### src/rtl/vsg_pkg.sv
package vsg_pkg;
   // colour depth code for which two pixels share one byte
   localparam logic [5:0] NIBBLE_BPP = 6'd4;

   function automatic logic [2:0] bytes_per_pixel(input logic [5:0] depth);
      logic [6:0] sum;
      sum = {1'b0, depth} + 7'd7;
      return sum[5:3];
   endfunction
endpackage

### src/rtl/vsg_pitch.sv
module vsg_pitch #(
   parameter int IN_W = 16,
   localparam int OUT_W = IN_W + 3
) (
   input  logic [IN_W-1:0]  count,
   input  logic [5:0]       depth,
   output logic [OUT_W-1:0] nbytes
);
   import vsg_pkg::*;

   always_comb begin
      if (depth == NIBBLE_BPP)
         nbytes = OUT_W'(count >> 1);
      else
         nbytes = OUT_W'(count) * OUT_W'(bytes_per_pixel(depth));
   end
endmodule

### src/rtl/vsg_divider.sv
module vsg_divider #(
   parameter int NUM_W = 13,
   parameter int DEN_W = 19
) (
   input  logic             clk,
   input  logic             rst_n,
   input  logic             start,
   input  logic [NUM_W-1:0] numer,
   input  logic [DEN_W-1:0] denom,
   output logic             fin,
   output logic [NUM_W-1:0] quot
);
   localparam int CNT_W = $clog2(NUM_W + 1);

   logic [DEN_W-1:0] den_q;
   logic [DEN_W-1:0] rem_q;
   logic [NUM_W-1:0] quo_q;
   logic [CNT_W-1:0] cnt_q;
   logic             run_q;
   logic [DEN_W:0]   rem_sh;
   logic [DEN_W:0]   diff;

   generate
      if (NUM_W < 2) begin : g_bad_num
         $error("vsg_divider: NUM_W must be at least 2");
      end
   endgenerate

   always_comb begin
      rem_sh = {rem_q, quo_q[NUM_W-1]};
      diff   = rem_sh - {1'b0, den_q};
   end

   always_ff @(posedge clk or negedge rst_n) begin
      if (!rst_n) begin
         den_q <= '0;
         rem_q <= '0;
         quo_q <= '0;
         cnt_q <= '0;
         run_q <= 1'b0;
         fin   <= 1'b0;
      end else begin
         fin <= 1'b0;
         if (start) begin
            den_q <= denom;
            rem_q <= '0;
            quo_q <= numer;
            cnt_q <= CNT_W'(NUM_W);
            run_q <= 1'b1;
         end else if (run_q) begin
            if (!diff[DEN_W]) begin
               rem_q <= diff[DEN_W-1:0];
               quo_q <= {quo_q[NUM_W-2:0], 1'b1};
            end else begin
               rem_q <= rem_sh[DEN_W-1:0];
               quo_q <= {quo_q[NUM_W-2:0], 1'b0};
            end
            cnt_q <= cnt_q - 1'b1;
            if (cnt_q == CNT_W'(1)) begin
               run_q <= 1'b0;
               fin   <= 1'b1;
            end
         end
      end
   end

   assign quot = quo_q;


   quotient_bound_chk: assert property (@(posedge clk) disable iff (!rst_n)
      fin |-> ((NUM_W + DEN_W)'(quot) * (NUM_W + DEN_W)'(den_q) <= (NUM_W + DEN_W)'(numer)));


   fin_pulse_chk: assert property (@(posedge clk) disable iff (!rst_n)
      fin |=> !fin);
endmodule

### src/rtl/vscreen_geom.sv
module vscreen_geom #(
   parameter int DIM_W     = 16,
   parameter int MEM_BYTES = 1 << 20,
   parameter int ADDR_W    = 32,
   localparam int LO_W     = DIM_W + 3,
   localparam int MEM_W    = $clog2(MEM_BYTES + 1),
   localparam int SUM_W    = LO_W + DIM_W + 1,
   localparam int CMP_W    = (MEM_W > DIM_W) ? MEM_W : DIM_W
) (
   input  logic              clk,
   input  logic              rst_n,
   input  logic [DIM_W-1:0]  xres,
   input  logic [DIM_W-1:0]  yres,
   input  logic [5:0]        bpp,
   input  logic              vw_wr,
   input  logic [DIM_W-1:0]  vw_data,
   input  logic              xoff_wr,
   input  logic [DIM_W-1:0]  xoff_data,
   input  logic              yoff_wr,
   input  logic [DIM_W-1:0]  yoff_data,
   output logic              busy,
   output logic              done,
   output logic              vw_accept,
   output logic [LO_W-1:0]   line_offset,
   output logic [DIM_W-1:0]  virt_width,
   output logic [MEM_W-1:0]  virt_height,
   output logic [ADDR_W-1:0] start_addr
);
   generate
      if (MEM_BYTES < 2) begin : g_bad_mem
         $error("vscreen_geom: MEM_BYTES must be at least 2");
      end
      if (DIM_W < 4) begin : g_bad_dim
         $error("vscreen_geom: DIM_W must be at least 4");
      end
   endgenerate

   // pitch units: index 0 sizes the candidate width, index 1 the X offset
   logic [DIM_W-1:0] pitch_in  [2];
   logic [LO_W-1:0]  pitch_out [2];
   logic [DIM_W-1:0] x_next, y_next;

   assign x_next      = xoff_wr ? xoff_data : xo_q;
   assign y_next      = yoff_wr ? yoff_data : yo_q;
   assign pitch_in[0] = vw_data;
   assign pitch_in[1] = x_next;

   genvar gi;
   generate
      for (gi = 0; gi < 2; gi++) begin : g_pitch
         vsg_pitch #(.IN_W(DIM_W)) pitch_i (
            .count (pitch_in[gi]),
            .depth (bpp),
            .nbytes(pitch_out[gi])
         );
      end
   endgenerate

   logic [DIM_W-1:0] xo_q, yo_q;
   logic [DIM_W-1:0] pend_w_q, yres_q;
   logic [LO_W-1:0]  pend_lo_q;
   logic             start_ok, quick_rej, div_fin, fits;
   logic [MEM_W-1:0] quot;
   logic [SUM_W-1:0] sum;

   assign start_ok  = vw_wr && !busy;
   assign quick_rej = (vw_data < xres) || (pitch_out[0] == '0);
   assign fits      = CMP_W'(quot) >= CMP_W'(yres_q);
   assign sum       = SUM_W'(line_offset) * SUM_W'(y_next) + SUM_W'(pitch_out[1]);

   vsg_divider #(.NUM_W(MEM_W), .DEN_W(LO_W)) div_i (
      .clk  (clk),
      .rst_n(rst_n),
      .start(start_ok && !quick_rej),
      .numer(MEM_W'(MEM_BYTES)),
      .denom(pitch_out[0]),
      .fin  (div_fin),
      .quot (quot)
   );

   always_ff @(posedge clk or negedge rst_n) begin
      if (!rst_n) begin
         busy        <= 1'b0;
         done        <= 1'b0;
         vw_accept   <= 1'b0;
         line_offset <= '0;
         virt_width  <= '0;
         virt_height <= '0;
         pend_w_q    <= '0;
         pend_lo_q   <= '0;
         yres_q      <= '0;
      end else begin
         done      <= 1'b0;
         vw_accept <= 1'b0;
         if (start_ok) begin
            if (quick_rej) begin
               done <= 1'b1;
            end else begin
               busy      <= 1'b1;
               pend_w_q  <= vw_data;
               pend_lo_q <= pitch_out[0];
               yres_q    <= yres;
            end
         end
         if (div_fin) begin
            busy      <= 1'b0;
            done      <= 1'b1;
            vw_accept <= fits;
            if (fits) begin
               virt_width  <= pend_w_q;
               line_offset <= pend_lo_q;
               virt_height <= quot;
            end
         end
      end
   end

   always_ff @(posedge clk or negedge rst_n) begin
      if (!rst_n) begin
         xo_q       <= '0;
         yo_q       <= '0;
         start_addr <= '0;
      end else if (xoff_wr || yoff_wr) begin
         xo_q       <= x_next;
         yo_q       <= y_next;
         start_addr <= ADDR_W'(sum >> 2);
      end
   end


   done_excl_chk: assert property (@(posedge clk) disable iff (!rst_n)
      done |-> !busy);


   accept_valid_chk: assert property (@(posedge clk) disable iff (!rst_n)
      vw_accept |-> done);


   start_src_chk: assert property (@(posedge clk) disable iff (!rst_n)
      $rose(busy) |-> $past(vw_wr));


   width_hold_chk: assert property (@(posedge clk) disable iff (!rst_n)
      !$stable(virt_width) |-> (done && vw_accept));


   pitch_nonzero_chk: assert property (@(posedge clk) disable iff (!rst_n)
      (done && vw_accept) |-> (line_offset != '0));


   start_hold_chk: assert property (@(posedge clk) disable iff (!rst_n)
      !$stable(start_addr) |-> ($past(xoff_wr) || $past(yoff_wr)));
endmodule

### config.mk
export PLATFORM = sky130hd
export DESIGN_NAME = vscreen_geom
export DESIGN_NICKNAME = d
export VERILOG_FILES = /design/src/rtl/vsg_pkg.sv /design/src/rtl/vsg_pitch.sv /design/src/rtl/vsg_divider.sv /design/src/rtl/vscreen_geom.sv
export SDC_FILE = /design/constraint.sdc
export NUM_CORES = 1
export LEC_CHECK = 0
export ABC_AREA = 1
export BUFFER_PORTS_ARGS = -buffer_cell sky130_fd_sc_hd__buf_4
export CORE_ASPECT_RATIO = 1.1
export CORE_MARGIN = 3
export CORE_UTILIZATION = 39
export DETAILED_ROUTE_END_ITERATION = 8
export PLACE_DENSITY_LB_ADDON = 0.3
export SYNTH_ARGS = -nofsm -noshare
export SYNTH_HDL_FRONTEND = slang
export SYNTH_SLANG_ARGS = --single-unit
### constraint.sdc
create_clock -name clk -period 21.1 [get_ports clk]
set_input_delay 1.055 -clock clk [delete_from_list [all_inputs] [get_ports clk]]
set_output_delay 1.055 -clock clk [all_outputs]
set_load 0.01 [all_outputs]
==> impl_metrics.env <==
export IMPL_die_y_um=266.3
export IMPL_path_common_cell="nand2_1"
export IMPL_worstSkewPairLatency_ns=0.57
export IMPL_synthArstFlopShare=1.000
export IMPL_slew_headroom=0.3259
export IMPL_cpPeakStageDelay_ns=0.58
export IMPL_finalHoldViolations=0
export IMPL_fmax_ghz=0.1133
export IMPL_power_total_mw=4.252
export IMPL_dr_total_vias=19974
export IMPL_start_util=0.3981
export IMPL_synth_edf_count=0
export IMPL_drc=0
export IMPL_route_antenna_remaining_nets=0
export IMPL_yosys_warnings=0
export IMPL_fin_ws_ns=12.27
export IMPL_overflow=0
export IMPL_drt_iter0_drc=1089
export IMPL_ys_seq_area_frac=0.2303
export IMPL_setup_viol=0
export IMPL_crit_path_start_kind="input port"
export IMPL_min_path_type="reg2reg"
export IMPL_drv_cap=0
export IMPL_cts_tree="done"
export IMPL_instances_no_fill=4074
export IMPL_synth_nets=3690
export IMPL_synthFlopType="dfrtp_1"
export IMPL_rsz0062_at_grt="false"
export IMPL_reg2reg_from="xo_q[2]"
export IMPL_crit_required_ns=21.56
export IMPL_period_share=0.4184
export IMPL_path_clk_slew_ns=0.07
export IMPL_track_usage=0.2090
export IMPL_cts_buffer_depth=3
export IMPL_ff2ff_setup_slack_ns=13.68
export IMPL_leakagePower_nw=14.05
export IMPL_clkSinkCount=221
export IMPL_drv_slew=0
export IMPL_startpoint="bpp[0]"
export IMPL_path_class="in2reg"
export IMPL_io_pins=182
export IMPL_fp_dieW_um=242.6
export IMPL_die_area_um2=64600
export IMPL_power_density_nw_per_um2=157.2
export IMPL_dr_pass1_iters=6
export IMPL_htree_levels=1
export IMPL_clock_skew_final_ns=0.02078
export IMPL_dp_hpwl_mm=52.53
export IMPL_r2r_end="start_addr[27]"
export IMPL_crit_path_end_kind="register"
export IMPL_drt_wirelength_per_cell_um=16.34
export IMPL_post_cts_setup_buffer_count=0
export IMPL_tightestPinTransition_ns=1.009
export IMPL_wl_mm=66.56
export IMPL_setup_tns_ns=0
export IMPL_drive_above_1_share=0.09515
export IMPL_synth_top_area_frac=0.2375
export IMPL_final_area_um2=27040
export IMPL_rows=94
export IMPL_netlist_top_cells_count="907 x nand2_1, 557 x inv_1, 285 x fa_1"
export IMPL_min_period_ns=8.827
export IMPL_rr_worst_depth=32
export IMPL_crit_arrival_ns=9.28
export IMPL_place_ws_ns=11.65
export IMPL_grt_pass1_vias=20603
export IMPL_syn_area_um2=24020
export IMPL_dp_cells=4024
export IMPL_final_nets=3805
export IMPL_min_path_cells=2
export IMPL_root_buffer="clkbuf_16"
export IMPL_cts_resized=0
export IMPL_synth_cell_types=45
export IMPL_design_core_area_um2=60340
export IMPL_crit_end="start_addr[27]"
export IMPL_placed_area_um2=26070
export IMPL_synth_cells=3123
export IMPL_grt_first_pass_wirelength_mm=109.5
export IMPL_grt_max_degree=98
export IMPL_status="completed"
export IMPL_crit_fanout=20
export IMPL_gp_congestion=0.8906
export IMPL_routed_via_density=4.903
export IMPL_syn_avg_cell_area_um2=7.691
export IMPL_antenna_found_initial=0
export IMPL_ys_ff_latch=221
export IMPL_synth_top_area_cell="fa_1"
export IMPL_io_buffers=181
export IMPL_peakVddDrop_mv=0.1301
export IMPL_cts_buffers=28
export IMPL_syn_to_final_growth_pct=12.60
export IMPL_antenna_cells=0
export IMPL_hold_buffers=0
export IMPL_yosys_top_cells_area="fa_1 24%, dfrtp_1 23%, nand2_1 14%, ha_1 9.9%, inv_1 8.7%"
export IMPL_yosys_cell_count_top_type="nand2_1"
export IMPL_worst_path_max_delay_cell="fa_1"
cell type report:
| cell class | instances | area, µm² |
|---|---|---|
| sequential | 221 | 5530 |
| inverter | 581 | 2181 |
| multi-input combinational | 2210 | 15860 |
| timing repair buffer | 196 | 1479 |
| clock inverter | 14 | 168.9 |
| tap | 816 | 1021 |
| fill | 6124 | 33290 |
| clock buffer | 36 | 802.0 |
power by group:
group / switching (mW) / total [mW] / leakage [nW] / internal (mW)
Sequential: 0.141 / 0.738 / 2.73 / 0.597
Combinational: 1.83 / 3.01 / 10.8 / 1.19
Clock: 0.198 / 0.503 / 0.481 / 0.305
through the flow:
stage	util	hold slack, ns
floorplan	-	0.4231
global placement	0.4321	0.4559
detailed placement	0.4321	0.4531
CTS	0.4482	0.4734
global route	0.4482	0.4904
finish	0.4482	0.4662
critical path, delay by kind of cell:
| family | cells | cell delay, ns |
|---|---|---|
| fa+ha+maj | 7 | 3.06 |
| compound gates | 11 | 2.31 |
| buf+inv | 5 | 0.69 |
| simple gates | 14 | 2.19 |
metal layers:
| metal | vias to the layer above | routed length [µm] | GRT usage |
|---|---|---|---|
| met5 | - | 0 | 0 |
| met4 | 0 | 2757 | 0.07689 |
| met3 | 116 | 3440 | 0.02878 |
| met2 | 484 | 31620 | 0.3629 |
| met1 | 9611 | 28750 | 0.2671 |
| li1 | 9763 | - | - |
state kept, by name, summed over array words and instances (netlist names):
| register | count |
|---|---|
| virt_width | 16 |
| start_addr | 32 |
| pend_lo_q | 19 |
| line_offset | 19 |
| div_i.rem_q | 19 |
| div_i.quot | 21 |
| xo_q | 16 |
| yo_q | 16 |
| div_i.run_q | 1 |
| done | 1 |
| div_i.cnt_q | 5 |
| busy | 1 |
| pend_w_q | 16 |
| virt_height | 21 |
| div_i.fin | 1 |
| vw_accept | 1 |
| yres_q | 16 |
cells by family (layout without fill, tap and decap cells):
| kind of cell | after synthesis | in the layout | share of synthesized area |
|---|---|---|---|
| DFF | 221 | 221 | 0.2303 |
| adders and majority gates | 476 | 476 | 0.3370 |
| buffers and inverters | 692 | 827 | 0.1098 |
| muxes | 1 | 1 | 0.0004168 |
| AOI/OAI and AO/OA | 313 | 313 | 0.07106 |
| xor gates and xnor gates | 46 | 46 | 0.01677 |
| and+or+nand+nor | 1374 | 1374 | 0.2346 |
worst min-delay path by stage:
stage,from,to
2_1_floorplan,div_i.fin,busy
3_3_place_gp,yres_q[10],yres_q[10]
3_5_place_dp,pend_w_q[5],virt_width[5]
4_1_cts,pend_lo_q[7],pend_lo_q[7]
5_1_grt,start_addr[1],start_addr[1]
6_report,yres_q[10],yres_q[10]
cells in the final DEF, fill, tap and decap left out, types with 29 or more instances in the layout:
cell type / count
clkbuf_16: 29
dfrtp_1: 221
buf_4: 195
a21oi_1: 102
nand3_1: 69
inv_1: 557
ha_1: 191
or2_2: 45
fa_1: 285
nand4_1: 65
nor2_1: 251
o21ai_0: 139
nand2_1: 905
Power figures use the tool's default switching activity.
